==> src/rtl/lbat_pkg.sv <==
package lbat_pkg;
  localparam int ADDR_W = 2;
  localparam int DATA_W = 8;
  localparam int SEL_W  = 2;

  localparam logic [ADDR_W-1:0] A_CTRL = 2'd0;
  localparam logic [ADDR_W-1:0] A_MASK = 2'd1;
  localparam logic [ADDR_W-1:0] A_CLR  = 2'd2;

  localparam int B_VETO = 0;
  localparam int B_WAKE = 1;
  localparam int B_SEL  = 2;

  typedef struct packed {
    logic [SEL_W-1:0] sel;
    logic             wake_en;
    logic             veto_en;
  } ctrl_t;

  // saturating run-length step for the glitch filter
  function automatic logic [7:0] run_step(logic [7:0] run, logic level, logic [7:0] limit);
    if (!level)             return 8'd0;
    else if (run == limit)  return run;
    else                    return run + 8'd1;
  endfunction

  // threshold in millivolts for a select code
  function automatic int unsigned sel_to_mv(logic [SEL_W-1:0] code);
    return 32'd1900 + 32'd200 * 32'(code);
  endfunction
endpackage

==> src/rtl/lbat_sync_filter.sv <==
module lbat_sync_filter #(
  parameter int STAGES   = 2,
  parameter int FILT_LEN = 4
) (
  input  logic clk,
  input  logic rst_n,
  input  logic async_in,
  output logic sync_o,
  output logic det_o
);
  import lbat_pkg::*;
  localparam logic [7:0] LIMIT = 8'(FILT_LEN);

  logic [STAGES-1:0] sh_q;
  logic [7:0]        run_q;

  always_ff @(posedge clk or negedge rst_n) begin
    if (!rst_n) begin
      sh_q  <= '0;
      run_q <= '0;
    end else begin
      sh_q  <= {sh_q[STAGES-2:0], async_in};
      run_q <= run_step(run_q, sh_q[STAGES-1], LIMIT);
    end
  end

  assign sync_o = sh_q[STAGES-1];
  assign det_o  = (run_q == LIMIT);
endmodule

==> src/rtl/lbat_cfg_regs.sv <==
module lbat_cfg_regs
  import lbat_pkg::*;
(
  input  logic              clk,
  input  logic              rst_n,
  input  logic              wr_en,
  input  logic [ADDR_W-1:0] wr_addr,
  input  logic [DATA_W-1:0] wr_data,
  output ctrl_t             ctrl_o,
  output logic              mask_o,
  output logic              clr_o
);
  logic unused_hi;
  assign unused_hi = ^wr_data[DATA_W-1:B_SEL+SEL_W];

  always_ff @(posedge clk or negedge rst_n) begin
    if (!rst_n) begin
      ctrl_o <= '0;
      mask_o <= 1'b0;
    end else if (wr_en) begin
      case (wr_addr)
        A_CTRL: begin
          ctrl_o.veto_en <= wr_data[B_VETO];
          ctrl_o.wake_en <= wr_data[B_WAKE];
          ctrl_o.sel     <= wr_data[B_SEL +: SEL_W];
        end
        A_MASK:  mask_o <= wr_data[0];
        default: ;
      endcase
    end
  end

  assign clr_o = wr_en && (wr_addr == A_CLR) && wr_data[0];
endmodule

==> src/rtl/lbat_status.sv <==
module lbat_status (
  input  logic clk,
  input  logic rst_n,
  input  logic det,
  input  logic clr,
  input  logic mask,
  output logic raw_o,
  output logic irq_o
);
  always_ff @(posedge clk or negedge rst_n) begin
    if (!rst_n) begin
      raw_o <= 1'b0;
      irq_o <= 1'b0;
    end else begin
      raw_o <= det || (raw_o && !clr);
      irq_o <= raw_o && mask;
    end
  end
endmodule

==> src/rtl/lbat_hib_ctl.sv <==
module lbat_hib_ctl (
  input  logic clk,
  input  logic rst_n,
  input  logic det,
  input  logic veto_en,
  input  logic wake_en,
  input  logic hib_req,
  input  logic hib_active,
  output logic req_rise_o,
  output logic grant_o,
  output logic wake_o
);
  logic req_q;

  assign req_rise_o = hib_req && !req_q;

  always_ff @(posedge clk or negedge rst_n) begin
    if (!rst_n) begin
      req_q   <= 1'b0;
      grant_o <= 1'b0;
      wake_o  <= 1'b0;
    end else begin
      req_q   <= hib_req;
      grant_o <= req_rise_o && !(veto_en && det);
      if (!hib_active)          wake_o <= 1'b0;
      else if (wake_en && det)  wake_o <= 1'b1;
    end
  end
endmodule

==> src/rtl/lbat_hib_gate.sv <==
module lbat_hib_gate
  import lbat_pkg::*;
#(
  parameter int SYNC_STAGES = 2,
  parameter int FILT_LEN    = 4
) (
  input  logic              clk,
  input  logic              rst_n,
  input  logic              wr_en,
  input  logic [ADDR_W-1:0] wr_addr,
  input  logic [DATA_W-1:0] wr_data,
  input  logic              hib_req,
  input  logic              hib_active,
  input  logic              cmp_low,
  output logic [SEL_W-1:0]  thresh_sel,
  output logic              lbat_raw,
  output logic              irq,
  output logic              hib_grant,
  output logic              wake_req
);
  logic  sync_s, low_det, clr_hit, irq_mask, req_rise;
  ctrl_t ctrl;

  lbat_sync_filter #(.STAGES(SYNC_STAGES), .FILT_LEN(FILT_LEN)) u_filt (
    .clk(clk), .rst_n(rst_n), .async_in(cmp_low), .sync_o(sync_s), .det_o(low_det)
  );

  lbat_cfg_regs u_cfg (
    .clk(clk), .rst_n(rst_n), .wr_en(wr_en), .wr_addr(wr_addr), .wr_data(wr_data),
    .ctrl_o(ctrl), .mask_o(irq_mask), .clr_o(clr_hit)
  );

  lbat_status u_stat (
    .clk(clk), .rst_n(rst_n), .det(low_det), .clr(clr_hit), .mask(irq_mask),
    .raw_o(lbat_raw), .irq_o(irq)
  );

  lbat_hib_ctl u_hib (
    .clk(clk), .rst_n(rst_n), .det(low_det), .veto_en(ctrl.veto_en), .wake_en(ctrl.wake_en),
    .hib_req(hib_req), .hib_active(hib_active), .req_rise_o(req_rise),
    .grant_o(hib_grant), .wake_o(wake_req)
  );

  assign thresh_sel = ctrl.sel;
endmodule

==> config.mk <==
export PLATFORM = sky130hd
export DESIGN_NAME = lbat_hib_gate
export DESIGN_NICKNAME = d
export VERILOG_FILES = /design/src/rtl/lbat_pkg.sv /design/src/rtl/lbat_sync_filter.sv /design/src/rtl/lbat_cfg_regs.sv /design/src/rtl/lbat_status.sv /design/src/rtl/lbat_hib_ctl.sv /design/src/rtl/lbat_hib_gate.sv
export SDC_FILE = /design/constraint.sdc
export NUM_CORES = 1
export LEC_CHECK = 0
export ABC_AREA = 1
export BUFFER_PORTS_ARGS = -buffer_cell sky130_fd_sc_hd__buf_2
export CAP_MARGIN = 30
export CELL_PAD_IN_SITES_DETAIL_PLACEMENT = 1
export CELL_PAD_IN_SITES_GLOBAL_PLACEMENT = 1
export CORE_ASPECT_RATIO = 1.2
export CORE_MARGIN = 2
export CORE_UTILIZATION = 35
export DETAILED_ROUTE_END_ITERATION = 8
export PLACE_DENSITY = 0.8
export SYNTH_ARGS = -nofsm -noshare
export SYNTH_HDL_FRONTEND = slang
export SYNTH_SLANG_ARGS = --single-unit
==> constraint.sdc <==
create_clock -name clk -period 1.1 [get_ports clk]
set_input_delay 0.22 -clock clk [delete_from_list [all_inputs] [get_ports clk]]
set_output_delay 0.22 -clock clk [all_outputs]
set_load 0.005 [all_outputs]
; Word-level counts from Yosys, hierarchy flattened
; Index checks and enable logic that the tools add are counted.
[classes]
n_reduce_logical = 15
mux = 4
n_eq_ne = 5
add_sub_neg = 1
[ops]
columns = op, n
row1 = $mux W8, 2
row2 = $add A8 B1 Y8 const B, 1
row3 = $eq A8 B3 Y1 const B, 1
row4 = $logic_and A1 B1 Y1, 8
row5 = $reduce_and A2 Y1, 2
row6 = $logic_not A1 Y1, 3
row7 = $eq A2 B1 Y1 const B, 1
row8 = $eq A2 B2 Y1 const B, 1
row9 = $logic_not A2 Y1, 1
row10 = $mux W1, 2
row11 = $ne A2 B1 Y1 const B, 1
row12 = $ne A2 B2 Y1 const B, 1
row13 = $logic_or A1 B1 Y1, 1
[word_totals]
wordCells = 36
regBits = 20

; Depth between registers and ports, before layout
[depth]
word_depth = 6
depth_mapped = 7
mapped_depth_nobuf = 7

; Modules after synthesis
; Synthesis repeated with hierarchy kept, for this count alone.
[hier_totals]
hier_cells = 116
area_unflattened_um2 = 958.4
[by_module_without_submodules]
columns = module, n_inst, cells_per_inst, area_each_um2
row1 = lbat_sync_filter, 1, 68, 526.8
row2 = lbat_cfg_regs, 1, 27, 241.5
row3 = lbat_hib_ctl, 1, 13, 117.6
row4 = lbat_status, 1, 8, 72.6

; Worst setup path before layout
; OpenSTA, ideal clock, no wires.
[synth_path]
kind = reg-to-reg
from = register u_filt.run_q[0]
to = register u_filt.run_q[0]
period_less_slack_ns = 1.217
path_stages_with_launch = 8
n_path_buf = 0
setup_slack_ns = -0.117
arrival_ns = 1.100
path_cell_list = dfrtp_1 -> inv_1 -> ha_1 -> nand2_1 -> nor2_2 -> nand2_2 -> nand3_1 -> nand2_1
[synth_via]
elab_chain_cells = 3
[synth_lines]
columns = element, line
row1 = from (decl), lbat_sync_filter.sv:15  ; logic [7:0] run_q;
row2 = from (signal assigned), lbat_sync_filter.sv:23  ; run_q <= run_step(run_q, sh_q[STAGES-1], LIMIT);
row3 = $add A8 B1 Y8, lbat_pkg.sv:24  ; else return run + 8'd1;
row4 = $mux W8, lbat_pkg.sv:23  ; else if (run == limit) return run;
row5 = $mux W8, lbat_pkg.sv:22  ; if (!level) return 8'd0;
; Parallel ways exist; a longest one is shown, timed or not. The select of a mux whose other input is x is not followed.
; A chain may end at the register's enable or synchronous reset.

; Worst setup path in the final report
[layout_path]
from = register u_filt.run_q[0]
to = register u_filt.run_q[1]
; The elaborated chain is that of the path after synthesis.

==> flow_summary.yaml <==
detailed_routing:
  wl_per_cell_um: 12.92
  vias: 765
  drc: 0
  dr.pass1.iters: 3
  wl_met3_um: 68
  top_layer_used: "met4"
  drtIter0Drc: 15
  viasPerCell: 4.636
  wl_met1_um: 810
  dr_wl_met2_um: 1212
  wl_um: 2131
  ant_nets: 0
worst_setup_path:
  cp_top_family: "flip-flops"
  worstSetupStartpoint: "u_filt.run_q[0]$_DFFE_PN0P_"
  cp.buffers_inverters: 1
  path_class: "reg -> reg"
  crit_path_max_incr_delay_ps: 440
  cpMaxStageDelayCell: "dfrtp_1"
  worstPathRequired_ps: 1310
  cp_max_fo: 4
  reg2reg_from: "u_filt.run_q[0]$_DFFE_PN0P_"
  crit_arrival_ps: 1390
  start_kind: "register"
  critPathCaptureType: "register"
  cp_cell_sequence: "inv_2 > ha_4 > nand2_2 > nor2_4 > nand2_4 > nand3_2 > nand2_1"
sta:
  layout_setup_ws_ps: -84.18
  timing.fmax_mhz: 844.5
  worstMarginPinSlew_ps: 458.9
  final_max_slew_viol_count: 0
  setup_violations: 6
  setup_tns_ps: -340.5
  period_minus_slack_ps: 1184
  post-route-period-util_pct: 107.7
  hold_violations: 0
  whs_ps: 27.26
  rsz0062_at_grt: "yes"
  maxSlewHeadroom_pct: 69.41
  skew_ps: 3.624
placement:
  gp_congestion: 0.8021
  port_buffers: 17
  dpl.hpwl_um: 1687
floorplanning:
  io_pins: 22
  rows: 20
  die_h_um: 61.81
  die_w_um: 52.18
  dieArea_um2: 3225
  start_util_pct: 37.45
  coreArea_um2: 2603
synth:
  netlist.area_leader.share_pct: 51.35
  synth_cells: 105
  synth_seq_area_share_pct: 51.35
  yosysTopAreaCell: "dfrtp_1"
  synth_fp_nets: 123
  yosysUniqueCellTypes: 22
  avgSynthCellArea_um2: 9.283
  ys_top_cells_by_area: "dfrtp_1, nand2_1, inv_1, nand3_1, nand3_4"
  synth_seq_cells: 20
  synth_area_um2: 974.7
  synth_warnings: 0
power_and_ir_drop:
  pwr_density_cell_nw_per_um2: 1748
  ir_worst_vdd_mv: 0.8520
  p_sw_uw: 761.8
  pwr-share-seq_pct: 46.8
  switching_share_pct: 35.83
  internal-power_mw: 1.364
  p_leak_nw: 0.6079
  pwr-share-clk_pct: 16.9
  combPwrFrac_pct: 36.3
run:
  max_cap_violations: 0
outcome:
  violations: "negative setup slack"
  outcome: "complete, but fails checks"
final_layout:
  n_antenna_cell: 0
  area_growth_pct: 24.78
  post-route-util_pct: 46.73
  fin_nets: 152
  layout-drive-gt1-share_pct: 38.64
  fill_cells: 330
clock_network:
  cts_buffer_depth: 2
  clk_latency_ps: 310
  clock_sinks: 20
  numCtsBuffers: 3
  cts_max_level: 1
  cts-root-buf: "clkbuf_4"
  path_clk_slew_ps: 110
  cts_tree: "done"
global_route:
  overflow: 0
  grt_max_degree: 21
  grt.total_usage_pct: 16.35
  antenna_found_initial: 0
  grt_first_pass_wirelength_um: 3691
  grt_pass1_vias: 852
hold_path:
  hp-start: "hib_req"
  hold_class: "in -> reg"
==> state kept, by name, summed over array words and instances (netlist names) <==
register	flops
u_stat.raw_o	1
u_cfg.mask_o	1
u_filt.run_q	8
u_cfg.ctrl_o	4
u_hib.grant_o	1
u_hib.req_q	1
u_filt.sh_q	2
u_stat.irq_o	1
u_hib.wake_o	1
==> synth_stat cells (all sizes together) <==
cell type and count:
a21oi 5, buf 1, clkbuf 1, dfrtp 20, ha 2, inv 18, nand2 22, nand3 14
nand4 1, nor2 11, nor3 1, o21ai 7, xnor2 1, xor2 1
==> layout make-up <==
type	instances	area, um2	area share, %
Sequential cell	20	501.7	41.26
Multi-Input combinational cell	65	425.4	34.98
Timing Repair Buffer	26	157.7	12.96
Inverter	18	67.56	5.556
Tap cell	33	41.29	3.395
Clock buffer	3	22.52	1.852
==> stage by stage <==
step                      setup slack (ps)  cells  area, um2  total power [mW]
after floorplan                     -43.29    105       1005             1.521
after global placement              -59.49    159       1160             1.715
final                               -84.18    165       1216             2.126
after global routing                -143.2    165       1216             2.273
after detailed placement            -103.7    159       1160             1.762
after CTS                           -95.06    164       1209             2.162
==> worst reg2reg max path, delay by kind of cell, from the launching register on <==
family                     cells  cell delay (ps)
adders and majority gates      1              150
buffers and inverters          1              100
DFF                            1              440
and+or+nand+nor                5              390
==> cell families after synthesis <==
group                      synth area share [%]
xor gates and xnor gates                  1.798
adders and majority gates                 2.567
buffers and inverters                     8.600
DFF                                       51.35
and+or+nand+nor                           28.75
AOI/OAI and AO/OA                         6.931
==> path summary, 6_finish.rpt <==
kind / to / slack [ps] / cells past startpoint
worst min-delay path: u_hib.req_q$_DFF_PN0_ / 30 / 1
max in group asynchronous: u_filt.run_q[2]$_DFFE_PN0P_ / 380 / 2
worst max register to register: u_filt.run_q[1]$_DFFE_PN0P_ / -80 / 7
worst max-delay path: u_filt.run_q[1]$_DFFE_PN0P_ / -80 / 7
worst min register to register: u_filt.sh_q[1]$_DFF_PN0_ / 360 / 0
min in group asynchronous: u_filt.sh_q[0]$_DFF_PN0_ / 380 / 2
==> routing by layer <==
layer,up-vias,GRT usage (%)
li1,382,-
met1,367,17.30
met2,12,30.74
met3,4,3.828
met4,0,7.692
met5,-,0
==> repair_timing <==
| action | in CTS | in global routing |
|---|---|---|
| endpoints found under the setup margin | 11 | 13 |
| pin swaps | 3 | 1 |
| hold buffers | 2 | 0 |
| hold endpoints to repair | 21 | 0 |
| resized for setup | 2 | 0 |
| buffers inserted | 0 | 1 |
==> layout by cell type (no fill, tap or decap), types with 2 or more instances in the layout <==
cell type,netlist,final
dfrtp_1,20,19
nand2_1,19,18
buf_2,0,17
inv_1,15,13
nand3_1,11,9
o21ai_0,7,7
buf_4,0,7
nor2_1,6,6
inv_2,3,5
nor2_4,3,4
a21oi_1,3,3
nand3_2,1,3
clkbuf_4,0,3
nand3_4,2,2
nand2_4,1,2
nand2_2,2,2
a21oi_2,2,2
dlygate4sd3_1,0,2
==> power groups by stage <==
| stage | Sequential (mW) | Clock (mW) | Combinational [mW] |
|---|---|---|---|
| after floorplan | 0.964 | 0 | 0.557 |
| after global placement | 0.997 | 0 | 0.718 |
| after detailed placement | 1.00 | 0 | 0.758 |
| after CTS | 0.997 | 0.385 | 0.780 |
| after global routing | 1.01 | 0.408 | 0.857 |
| final | 0.995 | 0.359 | 0.772 |
Power figures use the tool's default switching activity.
